--- src/rtl/mac_pkg.sv ---
package mac_pkg;
  typedef struct packed {
    logic narrow;
    logic sgn;
    logic mac;
  } op_dec_t;

  function automatic op_dec_t decode_op(input logic [2:0] op);
    op_dec_t d;
    d.mac    = op[2];
    d.narrow = !op[2] && !op[1];
    d.sgn    = op[2] || op[0];
    return d;
  endfunction
endpackage

--- src/rtl/mac_ctrl.sv ---
module mac_ctrl #(
  parameter int LAT = 17
) (
  input  logic clk_i,
  input  logic rst_ni,
  input  logic start_i,
  output logic accept_o,
  output logic step_o,
  output logic fin_o,
  output logic done_o
);
  localparam int CW = $clog2(LAT + 1);
  logic [CW-1:0] cnt_q;

  assign accept_o = start_i && (cnt_q == '0);
  assign step_o   = cnt_q > CW'(1);
  assign fin_o    = cnt_q == CW'(1);

  always_ff @(posedge clk_i or negedge rst_ni) begin
    if (!rst_ni) begin
      cnt_q  <= '0;
      done_o <= 1'b0;
    end else begin
      done_o <= fin_o;
      if (accept_o)          cnt_q <= CW'(LAT);
      else if (cnt_q != '0)  cnt_q <= cnt_q - CW'(1);
    end
  end


  done_pulse_chk: assert property (@(posedge clk_i) disable iff (!rst_ni)
    done_o |=> !done_o);

  busy_ignore_chk: assert property (@(posedge clk_i) disable iff (!rst_ni)
    (cnt_q != '0) && start_i |=> cnt_q == $past(cnt_q) - CW'(1));
endmodule

--- src/rtl/mac_mul.sv ---
module mac_mul #(
  parameter int W = 16
) (
  input  logic           clk_i,
  input  logic           rst_ni,
  input  logic           load_i,
  input  logic           step_i,
  input  logic [W-1:0]   a_mag_i,
  input  logic [W-1:0]   b_mag_i,
  output logic [2*W-1:0] prod_o
);
  localparam int PW = 2 * W;
  logic [PW-1:0] mcand_q, prod_q;
  logic [W-1:0]  mpl_q;

  always_ff @(posedge clk_i or negedge rst_ni) begin
    if (!rst_ni) begin
      mcand_q <= '0;
      mpl_q   <= '0;
      prod_q  <= '0;
    end else if (load_i) begin
      mcand_q <= {{W{1'b0}}, a_mag_i};
      mpl_q   <= b_mag_i;
      prod_q  <= '0;
    end else if (step_i) begin
      if (mpl_q[0]) prod_q <= prod_q + mcand_q;
      mcand_q <= mcand_q << 1;
      mpl_q   <= mpl_q >> 1;
    end
  end

  assign prod_o = prod_q;


  skip_add_chk: assert property (@(posedge clk_i) disable iff (!rst_ni)
    step_i && !load_i && !mpl_q[0] |=> $stable(prod_q));
endmodule

--- src/rtl/mac_post.sv ---
module mac_post #(
  parameter int W = 16
) (
  input  logic             clk_i,
  input  logic             rst_ni,
  input  logic             fin_i,
  input  mac_pkg::op_dec_t dec_i,
  input  logic             neg_i,
  input  logic [2*W-1:0]   prod_i,
  input  logic [2*W-1:0]   acc_i,
  output logic [2*W-1:0]   res_o,
  output logic             n_o,
  output logic             z_o,
  output logic             v_o,
  output logic             c_o
);
  localparam int PW = 2 * W;
  localparam int NW = W / 2;

  logic [PW-1:0] sp, sum, res_d;
  logic          v_d, n_d, c_d;

  always_comb begin
    sp  = neg_i ? (~prod_i + PW'(1)) : prod_i;
    sum = acc_i + sp;
    v_d = 1'b0;
    if (dec_i.mac) begin
      res_d = sum;
      v_d   = (acc_i[PW-1] == sp[PW-1]) && (sum[PW-1] != acc_i[PW-1]);
    end else if (dec_i.narrow) begin
      res_d = {{W{1'b0}}, sp[W-1:0]};
    end else begin
      res_d = sp;
    end
    n_d = dec_i.narrow ? res_d[W-1] : res_d[PW-1];
    c_d = dec_i.narrow && !dec_i.sgn && sp[NW-1];
  end

  always_ff @(posedge clk_i or negedge rst_ni) begin
    if (!rst_ni) begin
      res_o <= '0;
      n_o   <= 1'b0;
      z_o   <= 1'b0;
      v_o   <= 1'b0;
      c_o   <= 1'b0;
    end else if (fin_i) begin
      res_o <= res_d;
      n_o   <= n_d;
      z_o   <= res_d == '0;
      v_o   <= v_d;
      c_o   <= c_d;
    end
  end


  no_overflow_chk: assert property (@(posedge clk_i) disable iff (!rst_ni)
    fin_i && !dec_i.mac |=> !v_o);

  hold_res_chk: assert property (@(posedge clk_i) disable iff (!rst_ni)
    !fin_i |=> $stable(res_o));

  narrow_upper_chk: assert property (@(posedge clk_i) disable iff (!rst_ni)
    fin_i && dec_i.narrow && !dec_i.mac |=> res_o[PW-1:W] == '0);
endmodule

--- src/rtl/mac_unit.sv ---
module mac_unit #(
  parameter int W = 16
) (
  input  logic           clk_i,
  input  logic           rst_ni,
  input  logic           start_i,
  input  logic [2:0]     op_i,
  input  logic [W-1:0]   a_i,
  input  logic [W-1:0]   b_i,
  input  logic [2*W-1:0] acc_i,
  output logic [2*W-1:0] res_o,
  output logic           n_o,
  output logic           z_o,
  output logic           v_o,
  output logic           c_o,
  output logic           done_o
);
  import mac_pkg::*;
  localparam int PW  = 2 * W;
  localparam int NW  = W / 2;
  localparam int LAT = W + 1;

  logic accept, step, fin;
  op_dec_t dec_in, dec_q;
  logic neg_q;
  logic [PW-1:0] acc_q, prod;
  logic [W-1:0] opnd [2];
  logic [W-1:0] ext  [2];
  logic [W-1:0] mag  [2];
  logic [1:0]   sbit;

  assign dec_in  = decode_op(op_i);
  assign opnd[0] = a_i;
  assign opnd[1] = b_i;

  for (genvar g = 0; g < 2; g++) begin : g_opnd
    always_comb begin
      if (dec_in.narrow)
        ext[g] = dec_in.sgn ? {{(W-NW){opnd[g][NW-1]}}, opnd[g][NW-1:0]}
                            : {{(W-NW){1'b0}}, opnd[g][NW-1:0]};
      else
        ext[g] = opnd[g];
      sbit[g] = dec_in.sgn && ext[g][W-1];
      mag[g]  = sbit[g] ? (~ext[g] + W'(1)) : ext[g];
    end
  end

  always_ff @(posedge clk_i or negedge rst_ni) begin
    if (!rst_ni) begin
      dec_q <= '0;
      neg_q <= 1'b0;
      acc_q <= '0;
    end else if (accept) begin
      dec_q <= dec_in;
      neg_q <= sbit[0] ^ sbit[1];
      acc_q <= acc_i;
    end
  end

  mac_ctrl #(.LAT(LAT)) u_ctrl (
    .clk_i, .rst_ni, .start_i,
    .accept_o(accept), .step_o(step), .fin_o(fin), .done_o(done_o)
  );

  mac_mul #(.W(W)) u_mul (
    .clk_i, .rst_ni, .load_i(accept), .step_i(step),
    .a_mag_i(mag[0]), .b_mag_i(mag[1]), .prod_o(prod)
  );

  mac_post #(.W(W)) u_post (
    .clk_i, .rst_ni, .fin_i(fin), .dec_i(dec_q), .neg_i(neg_q),
    .prod_i(prod), .acc_i(acc_q),
    .res_o, .n_o, .z_o, .v_o, .c_o
  );


  carry_only_unsigned_narrow_chk: assert property (@(posedge clk_i) disable iff (!rst_ni)
    done_o && !(dec_q.narrow && !dec_q.sgn) |-> !c_o);
endmodule

--- config.mk ---
export PLATFORM = sky130hd
export DESIGN_NAME = mac_unit
export DESIGN_NICKNAME = d
export VERILOG_FILES = /design/src/rtl/mac_pkg.sv /design/src/rtl/mac_ctrl.sv /design/src/rtl/mac_mul.sv /design/src/rtl/mac_post.sv /design/src/rtl/mac_unit.sv
export SDC_FILE = /design/constraint.sdc
export NUM_CORES = 1
export LEC_CHECK = 0
export BUFFER_PORTS_ARGS = -buffer_cell sky130_fd_sc_hd__buf_4
export CORE_MARGIN = 1.5
export CORE_UTILIZATION = 66
export CTS_BUF_LIST = sky130_fd_sc_hd__clkbuf_4 sky130_fd_sc_hd__clkbuf_8 sky130_fd_sc_hd__clkbuf_16
export CTS_CLUSTER_SIZE = 10
export DETAILED_ROUTE_END_ITERATION = 6
export HOLD_SLACK_MARGIN = 0.08
export PLACE_DENSITY_LB_ADDON = 0.05
export SYNTH_ARGS = -nofsm -noshare
export SYNTH_HDL_FRONTEND = slang
export SYNTH_SLANG_ARGS = --single-unit
--- constraint.sdc ---
create_clock -name clk_i -period 14.8 [get_ports clk_i]
set_clock_uncertainty 0.05 [all_clocks]
set_input_delay 0.74 -clock clk_i [delete_from_list [all_inputs] [get_ports clk_i]]
set_output_delay 0.74 -clock clk_i [all_outputs]
set_load 0.03 [all_outputs]
==> results.py <==
metrics = {
    "global_route": {
        "antenna_found_initial": 0,
        "grt_use_total_pct": 34.1,
        "grt_max_degree": 97,
        "grt_pass1_wl_microns": 49900,
        "overflow": 0,
        "grt_pass1_vias": 10300,
    },
    "clock_tree": {
        "cts.path.max_buffers": 2,
        "cts_made_buffers": 17,
        "cts_setup_buffers": 0,
        "root_buffer": "clkbuf_16",
        "tritoncts": "done",
        "clk_latency_ns": 0.43,
        "h-tree-depth": 4,
        "cts.hold.buffers_added": 0,
        "cts.sinks": 158,
        "clkTransAtPathRegs_ns": 0.07,
        "cts_resized": 0,
    },
    "floorplanning": {
        "coreArea_sq_mm": 0.0172,
        "die_y_microns": 135,
        "io-pin-count": 107,
        "dieWidth_microns": 135,
        "dieArea_sq_mm": 0.0183,
        "fp-row-count": 48,
        "floorplan.initialDensity_pct": 67.1,
    },
    "setup_path": {
        "cp_data_arrival_time_ns": 5.46,
        "startpoint_type": "flip-flop",
        "worstSetupPathType": "flip-flop to flip-flop",
        "cp_common_cell": "o21ai_0",
        "path_max_fanout": 7,
        "crit_slowest_cell": "or4_1",
        "end_kind": "flip-flop",
        "path_cells": "or4_1 -> or2_1 -> o21ai_0 -> xnor2_1 -> ha_1 -> nand3_1 -> nor4_1 -> o21ai_0 -> nand2_1 -> a211oi_1 -> o21bai_1 -> a21oi_1 -> xnor3_1 -> a22o_1 -> mux2_2",
        "cp_slowest_stage_delay_ns": 0.63,
        "crit_required_ns": 15.05,
    },
    "power": {
        "power_density_mw_per_mm2": 270,
        "leakagePower_nw": 5.97,
        "ir_drop_mv": 0.147,
    },
    "synth": {
        "ys_warn_count": 0,
        "netlist_area_sq_mm": 0.0116,
        "synth_seq_cells": 158,
        "synth_fp_nets": 1592,
        "synthTopCellsByArea": "dfrtp_1, nand2_1, ha_1",
        "syn_area_per_cell_sq_um": 7.99,
        "yosysTopAreaCell": "dfrtp_1",
        "synth_ff_type": "dfrtp_1",
        "ys_types": 71,
        "synth-edff-count": 0,
        "ys_seq_area_share_pct": 34.2,
        "ys_async_sr_fraction_pct": 100,
        "synth.top_cell.area_share_pct": 34.2,
        "synthCells": 1447,
    },
    "sta": {
        "finalHoldViolCount": 0,
        "slew_headroom_pct": 32.2,
        "hold-worst-slack_ns": 0.352,
        "fin_tns_setup_ns": 0,
        "worstMarginPinSlew_ns": 1.01,
        "layout_min_cycle_time_ns": 5.21,
        "rsz0062_at_grt": "false",
        "slew_viol_final": 0,
        "post-route-period-util_pct": 35.2,
        "fmax_ghz": 0.192,
        "setup_violations": 0,
    },
    "detailed_routing": {
        "antenna_left": 0,
        "wirelength_microns": 30700,
        "vias": 11100,
        "drcViolationCount": 0,
        "dr.first_iter.drc_count": 1036,
        "wl_per_cell_microns": 17.5,
        "drt_first_pass_iters": 7,
        "viasPerCell": 6.32,
    },
    "final_layout": {
        "layout_commonest_cell": "nand2_1",
        "area_delta_synth_final_pct": 13.0,
        "utilization_pct": 75.8,
        "layout_common_cells": "nand2_1, dfrtp_1, o21ai_0",
        "drive_above_1_share_pct": 10.9,
        "fin_nets": 1660,
        "num-fill-cells": 1287,
        "antennaDiodeCount": 0,
        "design_area_sq_mm": 0.0131,
    },
    "status": {
        "status": "finished clean",
    },
    "placement": {
        "dpl.hpwl_microns": 22400,
        "globalplace.congestion": 0.925,
        "postPlaceCellArea_sq_mm": 0.0125,
        "port_buffers": 106,
    },
    "run": {
        "maxCapViolCount": 0,
    },
    "min_path": {
        "holdCritPathClass": "primary input to asynchronous set/reset pin",
    },
}
## Yosys cell counts, types with 12 or more instances
| master | instances |
|---|---|
| nand2_1 | 322 |
| dfrtp_1 | 158 |
| o21ai_0 | 119 |
| a21oi_1 | 116 |
| nor2_1 | 89 |
| ha_1 | 73 |
| xnor2_1 | 61 |
| clkbuf_1 | 59 |
| a31oi_1 | 38 |
| xor2_1 | 29 |
| inv_1 | 28 |
| nand3_1 | 22 |
| o31ai_1 | 21 |
| a21o_1 | 20 |
| nor3_1 | 20 |
| o21a_1 | 17 |
| and3_1 | 16 |
| or3_1 | 16 |
| a211oi_1 | 14 |
| nor4_1 | 14 |
| nor2b_1 | 12 |
## area by class of cell
class	count	area [sq um]	area share, %
Clock buffer	20	467	3.57
Clock inverter	12	109	0.833
Inverter	29	109	0.833
Multi-Input combinational cell	1194	7280	55.7
Sequential cell	158	3950	30.3
Tap cell	225	282	2.15
Timing Repair Buffer	115	867	6.63
## final timing paths
check / end / start / cells past startpoint / slack (ns)
setup / recovery: u_post.res_o[31] / u_mul.prod_o[4] / 15 / 9.59
hold reg to reg: u_post.v_o / u_post.v_o / 2 / 0.43
setup reg to reg: u_post.res_o[31] / u_mul.prod_o[4] / 15 / 9.59
min in group clk_i: u_post.v_o / u_post.v_o / 2 / 0.43
max in group asynchronous: u_mul.prod_o[31] / rst_ni / 2 / 13.02
hold / removal: acc_q[31] / rst_ni / 1 / 0.35
## power by group
part	internal [mW]	total (mW)	leakage, nW	switching, mW
Clock	0.246	0.432	0.283	0.186
Sequential	0.614	0.812	2.02	0.198
Combinational	0.890	2.28	3.67	1.39
## sequential cells by signal, indices dropped and copies added (netlist names)
signal and flops:
u_mul.mpl_q 16, u_ctrl.done_o 1, u_post.z_o 1, u_mul.mcand_q 32, u_post.c_o 1, u_ctrl.cnt_q 5
acc_q 32, u_post.n_o 1, dec_q 3, neg_q 1, u_post.res_o 32, u_mul.prod_o 32
u_post.v_o 1
## metrics by stage
stage               std cells  total power [mW]  setup slack, ns
finish                   1753              3.53             9.59
global route             1753              3.79             9.31
CTS                      1753              3.48             9.64
detailed placement       1721              3.03             9.67
global placement         1721              2.98             9.80
floorplan                1447              2.46            10.10
## worst max-delay path: cells and delay by family, from the launching register on
kind	cells	cell delay [ns]
flops	1	0.44
compound gates	6	1.91
mux	1	0.28
xor+xnor	2	0.57
fa+ha+maj	1	0.34
simple gates	5	1.52
## layer usage
layer  global-route usage (%)  share of wire [%]  up-vias
met5                        0                  0        -
met3                     4.53                6.3       65
li1                         -                  -     5351
met1                     46.5                 44     5201
met2                     55.2                 47      454
met4                     13.5                2.9        0
## kinds of logic after synthesis
group,synth area share [%]
buffers and inverters,3.16
multiplexers,1.15
AND/OR/NAND/NOR,22.1
AO/OA/AOI/OAI,24.2
flip-flops,34.2
XOR/XNOR,7.01
adder cells (fa/ha/maj),8.24
Power figures use the tool's default switching activity.
